$ cat src/rtl/i2c_fanout_pkg.sv
package i2c_fanout_pkg;
  localparam int unsigned BUS_COUNT  = 4;
  localparam int unsigned CODE_W     = $clog2(BUS_COUNT);
  localparam int unsigned OPT_FIRST  = 2;
  localparam int unsigned OPT_COUNT  = 2;

  typedef logic [CODE_W-1:0] bus_code_t;

  localparam bus_code_t RESET_CODE = '0;
endpackage

$ cat src/rtl/i2c_fanout_sel_hold.sv
module i2c_fanout_sel_hold #(
  parameter int unsigned CODE_W = 2
) (
  input  logic              clk,
  input  logic              rst,
  input  logic              sda_in,
  input  logic              scl_in,
  input  logic [CODE_W-1:0] sel_req,
  output logic [CODE_W-1:0] sel_next
);
  logic [CODE_W-1:0] sel_q;
  logic              bus_idle;

  // Loading is allowed only while both host wires are high.
  assign bus_idle = sda_in & scl_in;
  assign sel_next = bus_idle ? sel_req : sel_q;

  always_ff @(posedge clk) begin
    if (rst) sel_q <= '0;
    else     sel_q <= sel_next;
  end
endmodule

$ cat src/rtl/i2c_fanout_lane.sv
module i2c_fanout_lane (
  input  logic clk,
  input  logic rst,
  input  logic hit,
  input  logic sda_in,
  input  logic scl_in,
  output logic sda_oe,
  output logic scl_oe
);
  always_ff @(posedge clk) begin
    if (rst) begin
      sda_oe <= 1'b0;
      scl_oe <= 1'b0;
    end else begin
      sda_oe <= hit & ~sda_in;
      scl_oe <= hit & ~scl_in;
    end
  end
endmodule

$ cat src/rtl/i2c_fanout_merge.sv
module i2c_fanout_merge #(
  parameter int unsigned WIDTH = 4
) (
  input  logic             clk,
  input  logic             rst,
  input  logic [WIDTH-1:0] lines,
  output logic             merged
);
  always_ff @(posedge clk) begin
    if (rst) merged <= 1'b1;
    else     merged <= &lines;
  end
endmodule

$ cat src/rtl/i2c_fanout_mux.sv
module i2c_fanout_mux
  import i2c_fanout_pkg::*;
#(
  parameter int unsigned N_BUS   = BUS_COUNT,
  parameter int unsigned N_OPT   = OPT_COUNT,
  parameter int unsigned OPT_LOW = OPT_FIRST
) (
  input  logic                     clk,
  input  logic                     rst,
  input  logic                     host_sda_in,
  input  logic                     host_scl_in,
  input  logic [$clog2(N_BUS)-1:0] host_sel,
  output logic                     host_sda_out,
  input  logic [N_BUS-1:0]         dev_sda_in,
  output logic [N_BUS-1:0]         dev_sda_oe,
  output logic [N_BUS-1:0]         dev_scl_oe,
  output logic [N_OPT-1:0]         mod_sel_n
);
  localparam int unsigned SW = $clog2(N_BUS);

  logic [SW-1:0] sel_next;

  i2c_fanout_sel_hold #(.CODE_W(SW)) u_sel (
    .clk     (clk),
    .rst     (rst),
    .sda_in  (host_sda_in),
    .scl_in  (host_scl_in),
    .sel_req (host_sel),
    .sel_next(sel_next)
  );

  for (genvar gi = 0; gi < N_BUS; gi++) begin : g_lane
    logic lane_hit;
    assign lane_hit = (sel_next == SW'(gi));
    i2c_fanout_lane u_lane (
      .clk   (clk),
      .rst   (rst),
      .hit   (lane_hit),
      .sda_in(host_sda_in),
      .scl_in(host_scl_in),
      .sda_oe(dev_sda_oe[gi]),
      .scl_oe(dev_scl_oe[gi])
    );
  end

  i2c_fanout_merge #(.WIDTH(N_BUS)) u_merge (
    .clk   (clk),
    .rst   (rst),
    .lines (dev_sda_in),
    .merged(host_sda_out)
  );

  for (genvar gj = 0; gj < N_OPT; gj++) begin : g_msel
    always_ff @(posedge clk) begin
      if (rst) mod_sel_n[gj] <= 1'b1;
      else     mod_sel_n[gj] <= (sel_next != SW'(OPT_LOW + gj));
    end
  end
endmodule

$ cat config.mk
export PLATFORM = sky130hd
export DESIGN_NAME = i2c_fanout_mux
export DESIGN_NICKNAME = d
export VERILOG_FILES = /design/src/rtl/i2c_fanout_pkg.sv /design/src/rtl/i2c_fanout_sel_hold.sv /design/src/rtl/i2c_fanout_lane.sv /design/src/rtl/i2c_fanout_merge.sv /design/src/rtl/i2c_fanout_mux.sv
export SDC_FILE = /design/constraint.sdc
export NUM_CORES = 1
export LEC_CHECK = 0
export BUFFER_PORTS_ARGS = -buffer_cell sky130_fd_sc_hd__buf_2
export CAP_MARGIN = 20
export CORE_MARGIN = 1.5
export CORE_UTILIZATION = 30
export CTS_CLUSTER_SIZE = 8
export DETAILED_ROUTE_END_ITERATION = 10
export PLACE_DENSITY = 0.66
export SETUP_SLACK_MARGIN = 0.15
export SYNTH_ARGS = -nofsm -noshare
export SYNTH_HDL_FRONTEND = slang
export SYNTH_SLANG_ARGS = --single-unit
$ cat constraint.sdc
create_clock -name clk -period 0.8 [get_ports clk]
set_input_delay 0.08 -clock clk [delete_from_list [all_inputs] [get_ports clk]]
set_output_delay 0.08 -clock clk [all_outputs]
set_load 0.02 [all_outputs]
==> flow_summary.yaml <==
outcome:
  status: "completed"
route:
  vias_per_cell: 4.30
  route.detailed.wl_per_inst_um: 10.2
  firstDrtPassIters: 3
  wirelength_um: 920
  drc: 0
  drtAntennaViolNets: 0
  drtIter0Drc: 9
  vias: 387
final_layout:
  multi_input_area_um2: 262
  regArea_um2: 282
  finalNonFillerCells: 90
  fill_cells: 175
  nNetsFinal: 76
  final_layout_size_suffix_gt1_share_pct: 86.2
  num_antenna_cells: 0
  syn_to_final_growth_pct: 37.2
timing:
  maxSlewHeadroom_pct: 81.0
  finalCritPeriodShare_pct: 99.7
  grt_setup_unrepaired: "true"
  holdWs_ps: 40.1
  setup_viol: 0
  max_clock_freq_mhz: 1250
  hold_violations: 0
  fin_worst_skew_ps: 12.3
  fin_crit_ps: 798
  timing.setup.tns_ps: 0
  tightest_slew_ps: 285
  finalMaxSlewViolations: 0
floorplan:
  die_w_um: 47.2
  fp.dieH_um: 47.2
  core_region_area_mm2: 0.00178
  ioPinCount: 21
  start_util_pct: 32.8
  dieArea_mm2: 0.00223
  rows: 15
clocking:
  post-cts-setup-buffers: 0
  clk_pin_slew_ps: 80
  cts_root_buffer: "clkbuf_4"
  clock_path_buffers: 2
  cts_tree: "done"
  clk_latency_ps: 270
  h-tree-depth: 1
  cts_num_sinks: 13
  ctsHoldBuffers: 0
  cts_inserted_buffers: 3
placement:
  finalWeightedCongestion: 0.739
  portBuffers: 20
  dp_hpwl_um: 592
  place_inst: 86
synth:
  syn-mean-instance-area_um2: 11.5
  netlist_instances: 51
  ys_seq_area_share_pct: 44.4
  ys_ff_latch: 13
  synth_fp_nets: 61
  synth.distinct_cells: 19
  yosys_warnings: 0
  syn_area_um2: 586
critical_path:
  path_cells: "buf_6"
  slowest_delay_ps: 330
  crit_family: "flip-flops"
  cp.required_ps: 720
  crit_type: "reg2out"
  crit_fanout: 1
  end_kind: "output port"
  cp_num_buf_inv: 1
  start_kind: "flip-flop"
  arrival_ps: 720
  crit_slowest_cell: "dfxtp_2"
global_route:
  grt-ovfl-total: 0
  grt_use_total_pct: 8.08
  grt_pass1_wl_mm: 1.23
  grt_pass1_vias: 294
  grt_max_degree: 11
  antenna_found_initial: 0
power_and_ir_drop:
  ir_drop_uv: 1070
  power_frac_seq_pct: 54.9
  intPower_uw: 954
  p_comb_share_pct: 14.8
  power_frac_clock_pct: 30.3
  sw_frac_of_total_pct: 24.0
  power_density_mw_per_mm2: 1560
  leakage_uw: 0.000320
  power_switching_uw: 302
min_path:
  min_path_type: "in2reg"
flow_run:
  maxCapViolations: 0
through the flow:
step | util (%) | area, µm² | setup slack (ps) | total power [µW]
after floorplan | - | 587 | -6.51 | 822
after global placement | 35.0 | 624 | -24.3 | 839
after detailed placement | 35.0 | 624 | -24.1 | 841
after CTS | 43.4 | 773 | -14.3 | 1260
after global routing | 45.1 | 803 | -21.6 | 1310
final | 45.1 | 803 | 2.39 | 1260
power groups by stage:
stage	clock [µW]	combinational, µW	sequential [µW]
finish	381	186	689
floorplan	0	126	695
global placement	0	143	696
detailed placement	0	144	697
CTS	404	172	688
global route	418	200	691
layer usage:
| metal | vias to the layer above | global-route usage, % | share of wire [%] |
|---|---|---|---|
| met4 | 0 | 0 | 0 |
| met3 | 0 | 6.15 | 8.7 |
| met1 | 173 | 10.0 | 42 |
| li1 | 196 | - | - |
| met5 | - | 0 | 0 |
| met2 | 18 | 12.1 | 49 |
cell usage after synthesis (all sizes together):
library cell / count / area (µm²)
nor3: 4 / 25.0
nand2: 3 / 27.5
a21oi: 2 / 10.0
a41o: 1 / 10.0
buf: 13 / 116
a21o: 2 / 15.0
nand4b: 1 / 8.76
dfxtp: 13 / 260
nand3b: 1 / 20.0
nand3: 3 / 20.0
nand2b: 3 / 33.8
nor4: 2 / 25.0
nor2: 2 / 7.51
nand4: 1 / 6.26
final timing paths:
kind	slack (ps)	cells past startpoint	from	to
worst max-delay path	2	1	mod_sel_n[0]	mod_sel_n[0]
worst min-delay path	40	2	dev_sda_in[1]	u_merge.merged
worst min register to register	520	2	u_sel.sel_q[0]	u_sel.sel_q[0]
worst max register to register	10	2	u_sel.sel_q[0]	mod_sel_n[0]
layout by cell type (no fill, tap or decap):
cell and instances:
buf_6 14, dfxtp_2 11, buf_2 9, nand2b_4 3, nor3_2 3, clkbuf_4 3, nand3_1 2, nand2_2 2
a21oi_2 2, a21o_1 2, dfxtp_4 2, nand2_8 1, nand4b_1 1, nand3b_4 1, nand4_1 1, nand3_2 1
nor4_4 1, nor4_2 1, a41o_1 1, nor3_4 1, nor2_1 1, nor2_2 1, clkbuf_1 1
area by class of cell:
| class | count | share of cell area, % |
|---|---|---|
| repair buffers | 23 | 25.2 |
| multi-input cells | 25 | 32.6 |
| clock buffers | 4 | 3.27 |
| well taps | 25 | 3.89 |
| flip-flops and latches | 13 | 35.0 |
logic make-up (layout without fill, tap and decap cells):
group | after synthesis | in the layout | share of synthesized area, %
AND/OR/NAND/NOR | 20 | 20 | 29.7
flip-flops | 13 | 13 | 44.4
buffers and inverters | 13 | 27 | 19.9
AO/OA/AOI/OAI | 5 | 5 | 5.98
registers in the layout, indices dropped and copies added, names as in the netlist:
register              count
g_lane.u_lane.scl_oe      4
g_lane.u_lane.sda_oe      4
mod_sel_n                 2
u_sel.sel_q               2
u_merge.merged            1
what timing repair did:
item | 4_1_cts | 5_1_grt
endpoints found under the setup margin | 23 | 23
resized for setup | 43 | 7
gates cloned | 0 | 0
pin swaps | 4 | 1
Power figures use the tool's default switching activity.
